### src/rtl/vecirq_pkg.sv
package vecirq_pkg;
  localparam int VEC_W  = 16;
  localparam int NSRC   = 5;

  typedef enum logic [2:0] {
    SRC_NONE = 3'd0,
    SRC_TRAP = 3'd1,
    SRC_R75  = 3'd2,
    SRC_R65  = 3'd3,
    SRC_R55  = 3'd4,
    SRC_GEN  = 3'd5
  } src_e;

  localparam logic [VEC_W-1:0] VEC_TRAP = 16'h0024;
  localparam logic [VEC_W-1:0] VEC_R55  = 16'h002C;
  localparam logic [VEC_W-1:0] VEC_R65  = 16'h0034;
  localparam logic [VEC_W-1:0] VEC_R75  = 16'h003C;

  function automatic logic [VEC_W-1:0] vec_of(input src_e s);
    case (s)
      SRC_TRAP: return VEC_TRAP;
      SRC_R75:  return VEC_R75;
      SRC_R65:  return VEC_R65;
      SRC_R55:  return VEC_R55;
      default:  return '0;
    endcase
  endfunction

  function automatic logic is_restart(input src_e s);
    return (s == SRC_TRAP) || (s == SRC_R75) || (s == SRC_R65) || (s == SRC_R55);
  endfunction
endpackage

### src/rtl/vecirq_edge_pend.sv
module vecirq_edge_pend (
  input  logic clk,
  input  logic rst_n,
  input  logic sig_i,
  input  logic clr_i,
  output logic pend_o
);
  logic prev_q, pend_q, pend_d, rise;

  assign rise = sig_i & ~prev_q;

  always_comb begin
    pend_d = pend_q;
    if (clr_i) pend_d = 1'b0;
    if (rise)  pend_d = 1'b1;
  end

  always_ff @(posedge clk or negedge rst_n) begin
    if (!rst_n) begin
      prev_q <= 1'b0;
      pend_q <= 1'b0;
    end else begin
      prev_q <= sig_i;
      pend_q <= pend_d;
    end
  end

  assign pend_o = pend_q;

  // a rising edge is always held pending on the next cycle
  assert_edge_latched_R10: assert property (@(posedge clk) disable iff (!rst_n)
    (sig_i && !prev_q) |=> pend_o);
endmodule

### src/rtl/vecirq_arb.sv
module vecirq_arb
  import vecirq_pkg::*;
#(
  parameter int MASK_W = 3
) (
  input  logic              clk,
  input  logic              rst_n,
  input  logic              sample_i,
  input  logic              pend_trap_i,
  input  logic              pend_r75_i,
  input  logic              lvl_r65_i,
  input  logic              lvl_r55_i,
  input  logic              lvl_gen_i,
  input  logic [MASK_W-1:0] mask_i,
  input  logic              ie_i,
  output src_e              win_o
);
  logic [NSRC-1:0] req, grant;

  // index 0 is highest priority
  always_comb begin
    req[0] = pend_trap_i;
    req[1] = pend_r75_i & ~mask_i[2] & ie_i;
    req[2] = lvl_r65_i  & ~mask_i[1] & ie_i;
    req[3] = lvl_r55_i  & ~mask_i[0] & ie_i;
    req[4] = lvl_gen_i  & ie_i;
  end

  always_comb begin
    grant = '0;
    if (sample_i) begin
      for (int i = NSRC - 1; i >= 0; i--) begin
        if (req[i]) grant = NSRC'(1) << i;
      end
    end
  end

  always_comb begin
    unique case (1'b1)
      grant[0]: win_o = SRC_TRAP;
      grant[1]: win_o = SRC_R75;
      grant[2]: win_o = SRC_R65;
      grant[3]: win_o = SRC_R55;
      grant[4]: win_o = SRC_GEN;
      default:  win_o = SRC_NONE;
    endcase
  end

  assert_one_grant_R4: assert property (@(posedge clk) disable iff (!rst_n)
    $onehot0(grant));
  assert_grant_on_boundary_R8: assert property (@(posedge clk) disable iff (!rst_n)
    (win_o != SRC_NONE) |-> sample_i);
  assert_trap_first_R4: assert property (@(posedge clk) disable iff (!rst_n)
    (sample_i && pend_trap_i) |-> (win_o == SRC_TRAP));
endmodule

### src/rtl/vecirq_seq.sv
module vecirq_seq
  import vecirq_pkg::*;
#(
  parameter int DATA_W = 8
) (
  input  logic              clk,
  input  logic              rst_n,
  input  src_e              win_i,
  input  logic [DATA_W-1:0] data_i,
  output logic              svc_req_o,
  output logic              push_pc_o,
  output logic [VEC_W-1:0]  vector_o,
  output logic              inta_o,
  output logic [DATA_W-1:0] opcode_o,
  output logic              opcode_vld_o
);
  logic              svc_d, push_d, inta_d, ovld_d;
  logic [VEC_W-1:0]  vec_d;
  logic [DATA_W-1:0] opc_d;

  always_comb begin
    svc_d  = (win_i != SRC_NONE);
    push_d = is_restart(win_i);
    inta_d = (win_i == SRC_GEN);
    vec_d  = push_d ? vec_of(win_i) : vector_o;
    ovld_d = inta_o;
    opc_d  = inta_o ? data_i : opcode_o;
  end

  always_ff @(posedge clk or negedge rst_n) begin
    if (!rst_n) begin
      svc_req_o    <= 1'b0;
      push_pc_o    <= 1'b0;
      vector_o     <= '0;
      inta_o       <= 1'b0;
      opcode_o     <= '0;
      opcode_vld_o <= 1'b0;
    end else begin
      svc_req_o    <= svc_d;
      push_pc_o    <= push_d;
      vector_o     <= vec_d;
      inta_o       <= inta_d;
      opcode_o     <= opc_d;
      opcode_vld_o <= ovld_d;
    end
  end

  assert_push_vector_R3: assert property (@(posedge clk) disable iff (!rst_n)
    push_pc_o |-> (vector_o == VEC_TRAP || vector_o == VEC_R75 ||
                   vector_o == VEC_R65  || vector_o == VEC_R55));
  assert_inta_single_R9: assert property (@(posedge clk) disable iff (!rst_n)
    inta_o |=> !inta_o);
  assert_inta_no_push_R9: assert property (@(posedge clk) disable iff (!rst_n)
    !(inta_o && push_pc_o));
  assert_opcode_follows_R9: assert property (@(posedge clk) disable iff (!rst_n)
    inta_o |=> opcode_vld_o);
endmodule

### src/rtl/vecirq_ctrl.sv
module vecirq_ctrl
  import vecirq_pkg::*;
#(
  parameter int DATA_W = 8,
  parameter int MASK_W = 3
) (
  input  logic              clk,
  input  logic              rst_n,
  input  logic              trap_i,
  input  logic              r75_i,
  input  logic              r65_i,
  input  logic              r55_i,
  input  logic              gen_req_i,
  input  logic              boundary_i,
  input  logic              mask_wr_i,
  input  logic [MASK_W-1:0] mask_data_i,
  input  logic              ei_i,
  input  logic              clr75_i,
  input  logic [DATA_W-1:0] data_bus_i,
  output logic              svc_req_o,
  output logic              push_pc_o,
  output logic [VEC_W-1:0]  vector_o,
  output logic              inta_o,
  output logic [DATA_W-1:0] opcode_o,
  output logic              opcode_vld_o
);
  logic              ie_q, ie_d;
  logic [MASK_W-1:0] mask_q, mask_d;
  logic              pend_trap, pend_r75, sample, accept;
  src_e              win;

  assign sample = boundary_i & ~inta_o;
  assign accept = (win != SRC_NONE);

  always_comb begin
    ie_d = ie_q;
    if (ei_i)   ie_d = 1'b1;
    if (accept) ie_d = 1'b0;
    mask_d = mask_wr_i ? mask_data_i : mask_q;
  end

  always_ff @(posedge clk or negedge rst_n) begin
    if (!rst_n) begin
      ie_q   <= 1'b0;
      mask_q <= '1;
    end else begin
      ie_q   <= ie_d;
      mask_q <= mask_d;
    end
  end

  vecirq_edge_pend u_trap (
    .clk(clk), .rst_n(rst_n), .sig_i(trap_i),
    .clr_i(win == SRC_TRAP), .pend_o(pend_trap)
  );

  vecirq_edge_pend u_r75 (
    .clk(clk), .rst_n(rst_n), .sig_i(r75_i),
    .clr_i((win == SRC_R75) | clr75_i), .pend_o(pend_r75)
  );

  vecirq_arb #(.MASK_W(MASK_W)) u_arb (
    .clk(clk), .rst_n(rst_n), .sample_i(sample),
    .pend_trap_i(pend_trap), .pend_r75_i(pend_r75),
    .lvl_r65_i(r65_i), .lvl_r55_i(r55_i), .lvl_gen_i(gen_req_i),
    .mask_i(mask_q), .ie_i(ie_q), .win_o(win)
  );

  vecirq_seq #(.DATA_W(DATA_W)) u_seq (
    .clk(clk), .rst_n(rst_n), .win_i(win), .data_i(data_bus_i),
    .svc_req_o(svc_req_o), .push_pc_o(push_pc_o), .vector_o(vector_o),
    .inta_o(inta_o), .opcode_o(opcode_o), .opcode_vld_o(opcode_vld_o)
  );

  assert_ie_cleared_R5: assert property (@(posedge clk) disable iff (!rst_n)
    accept |=> !ie_q);
  assert_locked_in_ack_R11: assert property (@(posedge clk) disable iff (!rst_n)
    inta_o |=> !svc_req_o);
endmodule

### config.mk
export PLATFORM = sky130hd
export DESIGN_NAME = vecirq_ctrl
export DESIGN_NICKNAME = d
export VERILOG_FILES = /design/src/rtl/vecirq_pkg.sv /design/src/rtl/vecirq_edge_pend.sv /design/src/rtl/vecirq_arb.sv /design/src/rtl/vecirq_seq.sv /design/src/rtl/vecirq_ctrl.sv
export SDC_FILE = /design/constraint.sdc
export NUM_CORES = 1
export LEC_CHECK = 0
export ABC_AREA = 1
export BUFFER_PORTS_ARGS = -buffer_cell sky130_fd_sc_hd__buf_2
export CAP_MARGIN = 10
export CORE_ASPECT_RATIO = 0.8
export CORE_MARGIN = 4
export CORE_UTILIZATION = 41
export CTS_CLUSTER_SIZE = 10
export DETAILED_ROUTE_END_ITERATION = 8
export GPL_TIMING_DRIVEN = 0
export PLACE_DENSITY = 0.76
export SLEW_MARGIN = 30
export SYNTH_ARGS = -nofsm -noshare
export SYNTH_HDL_FRONTEND = slang
export SYNTH_HIERARCHICAL = 1
export SYNTH_SLANG_ARGS = --single-unit
export TNS_END_PERCENT = 10
### constraint.sdc
create_clock -name clk -period 1.65 [get_ports clk]
set_clock_uncertainty 0.2 [all_clocks]
set_input_delay 0.0825 -clock clk [delete_from_list [all_inputs] [get_ports clk]]
set_output_delay 0.0825 -clock clk [all_outputs]
set_load 0.01 [all_outputs]
==> flow_summary.json, run 1 <==
{
  "status": "finished with violations",
  "violations": "setup timing",
  "synth_top_cell_by_area": "dfrtp_1",
  "p_switching_mw": 0.6569,
  "whs_ps": 51.59,
  "crit_path_start_kind": "flip-flop",
  "grt_first_pass_wirelength_mm": 3.988,
  "place_congestion": 0.7296,
  "p_leak_nw": 0.8842,
  "io_buffer_count": 37,
  "cap_violations": 0,
  "grt_start_max_net_pins": 24,
  "synth_top_area_share_pct": 46.67,
  "setup_viol": 1,
  "stdcell_area_sq_um": 1625,
  "die_y_um": 53.74,
  "clock_power_share_pct": 14.5,
  "clock.fmax_ghz": 0.6055,
  "finalMaxSlewViolations": 0,
  "ant_nets": 0,
  "fin_crit_ps": 1651,
  "die_x_um": 65.18,
  "antenna_cells": 0,
  "synthCells": 127,
  "io_pins": 50,
  "via_per_inst": 4.131,
  "place_inst": 211,
  "ys_ff_latch": 23,
  "synth_common_cells": "33 x nand2_1, 23 x inv_1, 20 x dfrtp_1",
  "clock_latency_ps": 320,
  "arrival_ps": 1670,
  "total_power_mw": 1.801,
  "vias": 979,
  "min_path_type": "input pin to async pin",
  "hold_viol": 0,
  "path_class": "flip-flop to flip-flop",
  "synth_ff_type": "dfrtp_1",
  "syn_area_sq_um": 1072,
  "r2r_setup_slack_ps": -1,
  "dp_slack_ps": -156.1,
  "synth-seq-area-share_pct": 54.03,
  "intPower_mw": 1.144,
  "drt_iter0_markers": 26,
  "seq_power_share_pct": 46.8,
  "layoutNonFillerInstCount": 237,
  "synth_edf_count": 0,
  "cts_tree": "yes",
  "initial_core_util_pct": 43.55,
  "multi_input_area_sq_um": 372.9,
  "fin_nets": 224,
  "drt_pass1_iterations": 4,
  "gr-total-overflow": 0,
  "syn_to_final_growth_pct": 51.58,
  "clk_pin_slew_ps": 120,
  "timing.rr.start": "mask_q[1]",
  "grt_usage_pct": 14.66,
  "placement_rows": 16,
  "drive_gt1_share_pct": 36.32,
  "worst-path-max-fanout": 4,
  "grt_pass1_vias": 963,
  "cp.required_ps": 1670,
  "vdd_ir_drop_max_v": 0.0005575,
  "dieArea_sq_um": 3503,
  "worstRegToRegCells": 8,
  "ys_async_sr_fraction_pct": 100.0,
  "antenna_found_initial": 0,
  "yosysUniqueCellTypes": 17,
  "hpwl_mm": 1.587,
  "drcViolationCount": 0,
  "synth_area_leaders": "dfrtp_1 47%, nand2_1 12%, buf_4 9.1%",
  "rr_endpoint": "u_seq/vector_o[4]",
  "seqCellArea_sq_um": 580.6,
  "fin_crit_sh_pct": 100.1,
  "syn_area_per_cell_sq_um": 8.443,
  "synthMostInstantiatedCell": "nand2_1",
  "dpl-instance-area_sq_um": 1350,
  "fp.coreArea_sq_um": 2462,
  "p_sw_share_pct": 36.47,
  "combPwrFrac_pct": 38.7,
  "root_buffer": "clkbuf_4",
  "htreeDepth": 1,
  "powerDensity_nw_per_um2": 1108,
  "clock_sinks": 23,
  "cts_buffers": 3,
  "layout_setup_ws_ps": -1.398,
  "endpoint_kind": "flip-flop",
  "cts_max_path_buffers": 2,
  "rsz0062_at_grt": "true",
  "finalWirelength_mm": 2.352,
  "wl_per_cell_um": 9.924,
  "fillers": 220,
  "yosys_warnings": 6
}
==> kinds of logic (layout without fill, tap and decap cells) <==
logic type / count (synthesis) / after routing / synth area share, %
compound gates: 14 / 14 / 6.534
buf+inv: 38 / 101 / 18.55
flops: 23 / 23 / 54.03
other cells: 1 / 12 / 0.3497
simple gates: 51 / 51 / 20.54
==> cells in the final DEF, fill, tap and decap left out, types with 3 or more instances in the layout <==
master / count
buf_2: 37
buf_4: 15
clkbuf_4: 3
conb_1: 12
dfrtp_1: 19
dfstp_2: 3
dlygate4sd3_1: 20
inv_1: 22
nand2_1: 31
nand3_1: 4
nand3b_1: 3
nor2_2: 4
o21ai_0: 8
o21ai_1: 4
==> area by class of cell <==
| type | count | area share (%) |
|---|---|---|
| Buffer | 14 | 6.697 |
| Clock buffer | 3 | 1.386 |
| Clock inverter | 1 | 0.3079 |
| Inverter | 24 | 5.543 |
| Multi-Input combinational cell | 77 | 22.94 |
| Sequential cell | 23 | 35.72 |
| Tap cell | 36 | 2.771 |
| Timing Repair Buffer | 59 | 24.63 |
==> metrics by stage <==
stage          util [%]  setup TNS [ps]
2_1_floorplan         -          -37.77
3_3_place_gp      54.83          -642.4
4_1_cts           64.89               0
3_5_place_dp      54.83          -741.2
5_1_grt           66.01          -268.0
6_report          66.01          -1.398
==> power by group through the flow <==
stage                     clock [mW]  combinational (mW)  sequential (mW)
after floorplan                    0               0.301            0.926
after global placement             0               0.604            0.846
after detailed placement           0               0.620            0.857
after CTS                      0.270               0.680            0.843
after global routing           0.300               0.789            0.872
final                          0.261               0.698            0.842
==> per-layer routing <==
| metal | vias to the layer above | global-route usage, % | part of all wire (%) |
|---|---|---|---|
| met1 | 434 | 17.45 | 41 |
| met2 | 36 | 27.06 | 49 |
| met3 | 5 | 5.010 | 9.0 |
| met4 | 0 | 1.034 | 0.89 |
| li1 | 504 | - | - |
| met5 | - | 0 | 0 |
==> timing repair <==
| action | CTS | global route |
|---|---|---|
| hold buffers | 20 | 0 |
| setup buffers | 1 | 1 |
| endpoints found under the hold margin | 39 | 0 |
| gates cloned | 0 | 0 |
| pin swaps | 0 | 2 |
| endpoints found under the setup margin | 7 | 8 |
| gates resized for setup | 4 | 6 |
==> sequential cells by signal, indices dropped and copies added (netlist names) <==
register	flops
u_trap/pend_o	1
ie_q	1
u_r75/prev_q	1
u_trap/prev_q	1
u_seq/opcode_vld_o	1
u_seq/inta_o	1
mask_q	3
u_r75/pend_o	1
u_seq/push_pc_o	1
u_seq/vector_o	3
u_seq/opcode_o	8
u_seq/svc_req_o	1
==> critical path, cell delays in order, from the launching register on <==
cell and delay, ps:
dfstp_2 550, nand3b_1 190, nand2_1 80, nand2_1 70, nand2_2 90, nor2_2 130
nand2_1 110, nand3_1 100, nand2_1 50
==> how the worst max path moves through the flow <==
stage	end	cells after the start	startpoint
finish	u_seq/vector_o[4]	8	mask_q[1]
global route	u_r75/pend_o	10	mask_q[1]
CTS	u_r75/pend_o	9	ie_q
detailed placement	u_seq/vector_o[2]	8	u_seq/inta_o
global placement	u_seq/vector_o[4]	9	u_seq/inta_o
floorplan	u_seq/vector_o[2]	8	u_seq/inta_o
No activity file was read; power rests on OpenSTA's default activity.
==> run 2: changes to the inputs <==
--- a/config.mk
+++ b/config.mk
@@ -8,13 +8,15 @@
 export ABC_AREA = 1
 export BUFFER_PORTS_ARGS = -buffer_cell sky130_fd_sc_hd__buf_2
 export CAP_MARGIN = 10
+export CELL_PAD_IN_SITES_DETAIL_PLACEMENT = 0
+export CELL_PAD_IN_SITES_GLOBAL_PLACEMENT = 1
 export CORE_ASPECT_RATIO = 0.8
 export CORE_MARGIN = 4
-export CORE_UTILIZATION = 41
+export CORE_UTILIZATION = 29
 export CTS_CLUSTER_SIZE = 10
 export DETAILED_ROUTE_END_ITERATION = 8
 export GPL_TIMING_DRIVEN = 0
-export PLACE_DENSITY = 0.76
+export PLACE_DENSITY = 0.75
 export SLEW_MARGIN = 30
 export SYNTH_ARGS = -nofsm -noshare
 export SYNTH_HDL_FRONTEND = slang
==> flow_summary.json, run 2 (synthesis results as in run 1) <==
{
  "largest_reg_flops": 8,
  "slowest_stage": "dfstp_2",
  "powerDensity_nw_per_um2": 1146,
  "violations": "setup timing",
  "hold_viol": 0,
  "root_buffer": "clkbuf_8",
  "grt_first_pass_wirelength_mm": 4.381,
  "crit_family": "simple AND/OR/NAND/NOR gates",
  "clock_sinks": 23,
  "top_regs": "u_seq/opcode_o x8, mask_q x3, u_seq/vector_o x3",
  "fin_crit_ps": 1668,
  "finalWirelength_mm": 2.500,
  "place_congestion": 0.8102,
  "worstMarginPinSlew_ps": 524.2,
  "io_pins": 50,
  "status": "finished with violations",
  "critPathMaxStageDelay_ps": 530,
  "final_common_cell": "buf_2",
  "rsz0062_at_grt": "true",
  "gr-total-overflow": 0,
  "setup_viol": 2,
  "drt_pass1_iterations": 4,
  "grt_start_max_net_pins": 24,
  "worst-path-max-fanout": 4,
  "grt_pass1_vias": 974,
  "wl_per_cell_um": 10.29,
  "finalMaxSlewViolations": 0,
  "grt_usage_pct": 11.22,
  "arrival_ps": 1620,
  "crit_path_start_kind": "flip-flop",
  "cp_common_cell": "nand2_1",
  "place_inst": 217,
  "cp.buffers_inverters": 2,
  "antenna_found_initial": 0,
  "fillers": 342,
  "io_buffer_count": 37,
  "clock.fmax_ghz": 0.5994,
  "dieArea_sq_um": 4740,
  "top_register": "u_seq/opcode_o",
  "slew_headroom_pct": 65.06,
  "drt_iter0_markers": 11,
  "final_cell_mix": "37 x buf_2, 30 x nand2_1, 22 x inv_1, 20 x dlygate4sd3_1, 19 x dfrtp_1",
  "fin_nets": 224,
  "clk_pin_slew_ps": 80,
  "hpwl_mm": 1.714,
  "path_depth": 10,
  "placement_rows": 19,
  "antenna_cells": 0,
  "worstRegToRegCells": 10,
  "cp_cell_sequence": "nand3b_1 -> nand2_1 -> nand2_1 -> nand2_2 -> inv_2 -> nand3b_1 -> nand2_1 -> inv_1 -> nand2_1 -> nand2_1",
  "initial_core_util_pct": 30.68,
  "syn_to_final_growth_pct": 54.73,
  "clock_latency_ps": 260,
  "p_leak_nw": 0.8941,
  "fp.coreArea_sq_um": 3495,
  "fin_util_pct": 47.48,
  "min_path_type": "input pin to async pin",
  "layout_setup_ws_ps": -18.39,
  "path_class": "flip-flop to flip-flop",
  "dp_slack_ps": -216.7,
  "die_x_um": 75.99,
  "drive_gt1_share_pct": 36.82,
  "cts_buffers": 3,
  "fin_crit_sh_pct": 101.1,
  "htreeDepth": 1,
  "cts_max_path_buffers": 2,
  "via_per_inst": 3.926,
  "cp.required_ps": 1610,
  "vias": 954,
  "cap_violations": 0,
  "endpoint_kind": "flip-flop",
  "drcViolationCount": 0,
  "cts_tree": "yes",
  "die_y_um": 62.39,
  "ant_nets": 0,
  "layoutNonFillerInstCount": 243,
  "vdd_ir_drop_max_v": 0.0006256
}
-- run 2: cell counts in the layout (fill, tap and decap cells not counted) --
Identical to the previous run, type by type.
-- run 2: cell type report --
cell class                      count  area (sq um)  share of cell area (%)
Sequential cell                    23         580.6                   34.99
Buffer                             14         108.9                   6.561
Multi-Input combinational cell     77         380.4                   22.93
Inverter                           24         90.09                   5.430
Clock inverter                      1         5.005                  0.3017
Clock buffer                        3         41.29                   2.489
Tap cell                           42         52.55                   3.167
Timing Repair Buffer               59         400.4                   24.13
-- run 2: worst paths after layout --
check / start / end / slack (ps)
min in group clk: boundary_i / u_seq/vector_o[4] / 180
max: mask_q[1] / u_r75/pend_o / -20
min: rst_n / u_trap/pend_o / 130
max in group asynchronous: rst_n / u_seq/inta_o / 750
max reg2reg: mask_q[1] / u_r75/pend_o / -20
min reg2reg: mask_q[1] / mask_q[1] / 280
-- run 2: metrics by stage --
stage	cell area (sq um)	power, mW	hold WS [ps]	TNS [ps]
2_1_floorplan	1120	1.227	-413.1	-37.77
3_3_place_gp	1358	1.464	-115.1	-821.2
3_5_place_dp	1358	1.482	-105.3	-1166
4_1_cts	1649	1.916	139.3	0
5_1_grt	1659	2.072	178.4	-677.7
6_report	1659	1.901	128.7	-31.26
-- run 2: routing by layer --
metal	vias up	GRT usage, %	routed length (um)
li1	506	-	-
met1	398	13.51	1041
met2	46	17.84	1165
met3	4	4.611	245
met4	0	4.222	48
met5	-	0	0
-- run 2: report_power, final --
part           leakage, nW  internal, mW  total, mW  switching, mW
logic                0.601         0.311      0.716          0.406
registers            0.267         0.749      0.840         0.0908
clock network       0.0255         0.168      0.344          0.176
total                0.894          1.23       1.90          0.672
-- run 2: repair_timing --
item | 4_1_cts | 5_1_grt
setup buffers | 2 | 0
hold endpoints to repair | 39 | 0
endpoints found under the setup margin | 8 | 8
resized for setup | 10 | 2
pin swaps | 2 | 1
hold buffers | 20 | 0
==> run 3: changes to the inputs <==
--- a/config.mk
+++ b/config.mk
@@ -5,14 +5,14 @@
 export SDC_FILE = /design/constraint.sdc
 export NUM_CORES = 1
 export LEC_CHECK = 0
-export ABC_AREA = 1
+export ABC_AREA = 0
 export BUFFER_PORTS_ARGS = -buffer_cell sky130_fd_sc_hd__buf_2
 export CAP_MARGIN = 10
 export CELL_PAD_IN_SITES_DETAIL_PLACEMENT = 0
 export CELL_PAD_IN_SITES_GLOBAL_PLACEMENT = 1
 export CORE_ASPECT_RATIO = 0.8
 export CORE_MARGIN = 4
-export CORE_UTILIZATION = 29
+export CORE_UTILIZATION = 31
 export CTS_CLUSTER_SIZE = 10
 export DETAILED_ROUTE_END_ITERATION = 8
 export GPL_TIMING_DRIVEN = 0
==> flow_summary.json, run 3 <==
{
  "status": "finished with violations",
  "violations": "setup timing",
  "synthMostInstantiatedCell": "dfrtp_1",
  "yosys_warnings": 6,
  "top_regs": "u_seq/opcode_o x8, mask_q x3, u_seq/vector_o x3",
  "slew_headroom_pct": 66.11,
  "grt_usage_pct": 11.56,
  "grt_start_max_net_pins": 24,
  "top_register": "u_seq/opcode_o",
  "fin_crit_ps": 1813,
  "antenna_found_initial": 0,
  "synth_ff_type": "dfrtp_1",
  "final_common_cell": "buf_2",
  "layoutNonFillerInstCount": 196,
  "cp.required_ps": 1610,
  "clk_pin_slew_ps": 80,
  "final_cell_mix": "38 x buf_2, 20 x dfrtp_1, 19 x dlygate4sd3_1, 13 x buf_4, 12 x conb_1",
  "via_per_inst": 4.235,
  "crit_path_start_kind": "flip-flop",
  "clock_latency_ps": 260,
  "busiest_layer": "met2",
  "synth_top_family_by_area": "simple AND/OR/NAND/NOR gates",
  "fin_util_pct": 51.29,
  "io_pins": 50,
  "place_inst": 172,
  "gr-usage-met1_pct": 11.70,
  "syn_area_per_cell_sq_um": 12.80,
  "dpl-instance-area_sq_um": 1378,
  "ys_ff_latch": 23,
  "clock_sinks": 23,
  "setup_viol": 7,
  "fp.coreArea_sq_um": 3198,
  "drcViolationCount": 0,
  "grt_util_met3_pct": 3.974,
  "drt_pass1_iterations": 2,
  "initial_core_util_pct": 33.61,
  "layout_setup_ws_ps": -162.8,
  "synth_edf_count": 0,
  "min_path_type": "input pin to async pin",
  "total_power_mw": 1.762,
  "rr_endpoint": "u_seq/push_pc_o",
  "htreeDepth": 1,
  "synth-seq-area-share_pct": 53.90,
  "cap_violations": 0,
  "place_congestion": 0.6873,
  "worstRegToRegCells": 6,
  "ys_async_sr_fraction_pct": 100.0,
  "largest_reg_flops": 8,
  "worst-path-max-fanout": 8,
  "hold_viol": 0,
  "synth_top_area_share_pct": 46.57,
  "wl_per_cell_um": 12.13,
  "yosysUniqueCellTypes": 29,
  "cts_max_path_buffers": 2,
  "syn_area_sq_um": 1075,
  "p_leak_nw": 0.8376,
  "dieArea_sq_um": 4479,
  "fin_nets": 179,
  "synthCells": 84,
  "placement_rows": 18,
  "synth_fa_ha_area_share_pct": 0,
  "die_x_um": 73.83,
  "rsz0062_at_grt": "true",
  "syn_to_final_growth_pct": 52.62,
  "dp_slack_ps": -265.3,
  "vdd_ir_drop_max_v": 0.0006289,
  "io_buffer_count": 37,
  "powerDensity_nw_per_um2": 1074,
  "stdcell_area_sq_um": 1640,
  "fin_crit_sh_pct": 109.9,
  "worstMarginPinSlew_ps": 508.3,
  "finalMaxSlewViolations": 0,
  "drive_gt1_share_pct": 51.28,
  "vias": 830,
  "ant_nets": 0,
  "synth_common_cells": "20 x dfrtp_1, 13 x buf_4, 6 x mux2_2",
  "synth_top_cell_by_area": "dfrtp_1",
  "gr-total-overflow": 0,
  "root_buffer": "clkbuf_8",
  "synth-simple-area-share_pct": 13.04,
  "cts_tree": "yes",
  "hpwl_mm": 1.701,
  "synth_area_leaders": "dfrtp_1 47%, buf_4 9.1%, dfstp_2 7.3%",
  "muxShareOfSynthArea_pct": 11.53,
  "antenna_cells": 0,
  "die_y_um": 60.67,
  "grt_first_pass_wirelength_mm": 3.850,
  "grt_pass1_vias": 857,
  "synth_xor_area_share_pct": 1.630,
  "cts_buffers": 3,
  "drt_iter0_markers": 10,
  "grt.met2_usage_pct": 22.22,
  "synth_compound_area_share_pct": 8.615,
  "timing.rr.start": "mask_q[1]",
  "clock.fmax_ghz": 0.5516,
  "arrival_ps": 1770,
  "finalWirelength_mm": 2.378,
  "endpoint_kind": "flip-flop",
  "path_class": "flip-flop to flip-flop",
  "r2r_setup_slack_ps": -160
}
## run 3: cell count changes after synthesis, sizes merged, moves of 2 or more
cell and change:
nor2 -6, nand2 -30, o21ai -11, nor2b +5
nand2b +3, o22ai +2, nor3 -2, nand3b -3
nand3 -4, inv -20, a21o +2, mux2 +11
## run 3: what timing repair did
action	CTS	global route
hold endpoints to repair	39	0
hold buffers	19	0
buffers inserted	0	1
pin swaps	3	2
resized for setup	3	2
endpoints found under the setup margin	9	8
## run 3: through the flow
step	hold slack, ps	setup TNS [ps]
6_report	111.3	-767.9
3_5_place_dp	-116.9	-1413
2_1_floorplan	-413.1	-72.68
4_1_cts	124.2	-924.9
5_1_grt	150.6	-1271
3_3_place_gp	-124.3	-955.3
## run 3: cells by family after synthesis
family / Yosys count
xor gates and xnor gates: 2
other: 1
muxes: 11
DFF: 23
and+or+nand+nor: 19
AOI/OAI and AO/OA: 10
buffers and inverters: 18
## run 3: final cells by class
| type | count | area [sq um] |
|---|---|---|
| clock buffers | 4 | 45.04 |
| multi-input cells | 54 | 461.7 |
| well taps | 40 | 50.05 |
| plain buffers | 14 | 102.6 |
| inverters | 4 | 15.01 |
| fillers | 291 | 1558 |
| flip-flops and latches | 23 | 579.3 |
| repair buffers | 57 | 386.6 |
## run 3: how the worst max path moves through the flow
stage	slack, ps	endpoint	startpoint	cells after the start
after global routing	-200	u_seq/push_pc_o	mask_q[1]	6
after global placement	-180	u_trap/pend_o	u_seq/inta_o	5
after floorplan	-30	u_seq/vector_o[2]	mask_q[0]	5
after detailed placement	-270	u_trap/pend_o	u_seq/inta_o	5
final	-160	u_seq/push_pc_o	mask_q[1]	6
after CTS	-190	u_trap/pend_o	mask_q[0]	5
## run 3: critical path, stage by stage (launching register included)
cell and delay, ps:
dfstp_2 560, nor2b_4 50, a21oi_2 140, o31ai_4 70, buf_6 140, or3_4 390
and2_1 160
## run 3: power by group
part	switching (mW)	leakage (nW)	internal, mW
Combinational	0.276	0.534	0.341
Sequential	0.0844	0.281	0.718
Clock	0.170	0.0228	0.172
## run 3: metal layers
metal,up-vias,share of wire [%]
met5,-,0
met4,0,1.1
met3,4,9.0
met2,34,53
met1,394,37
li1,398,-
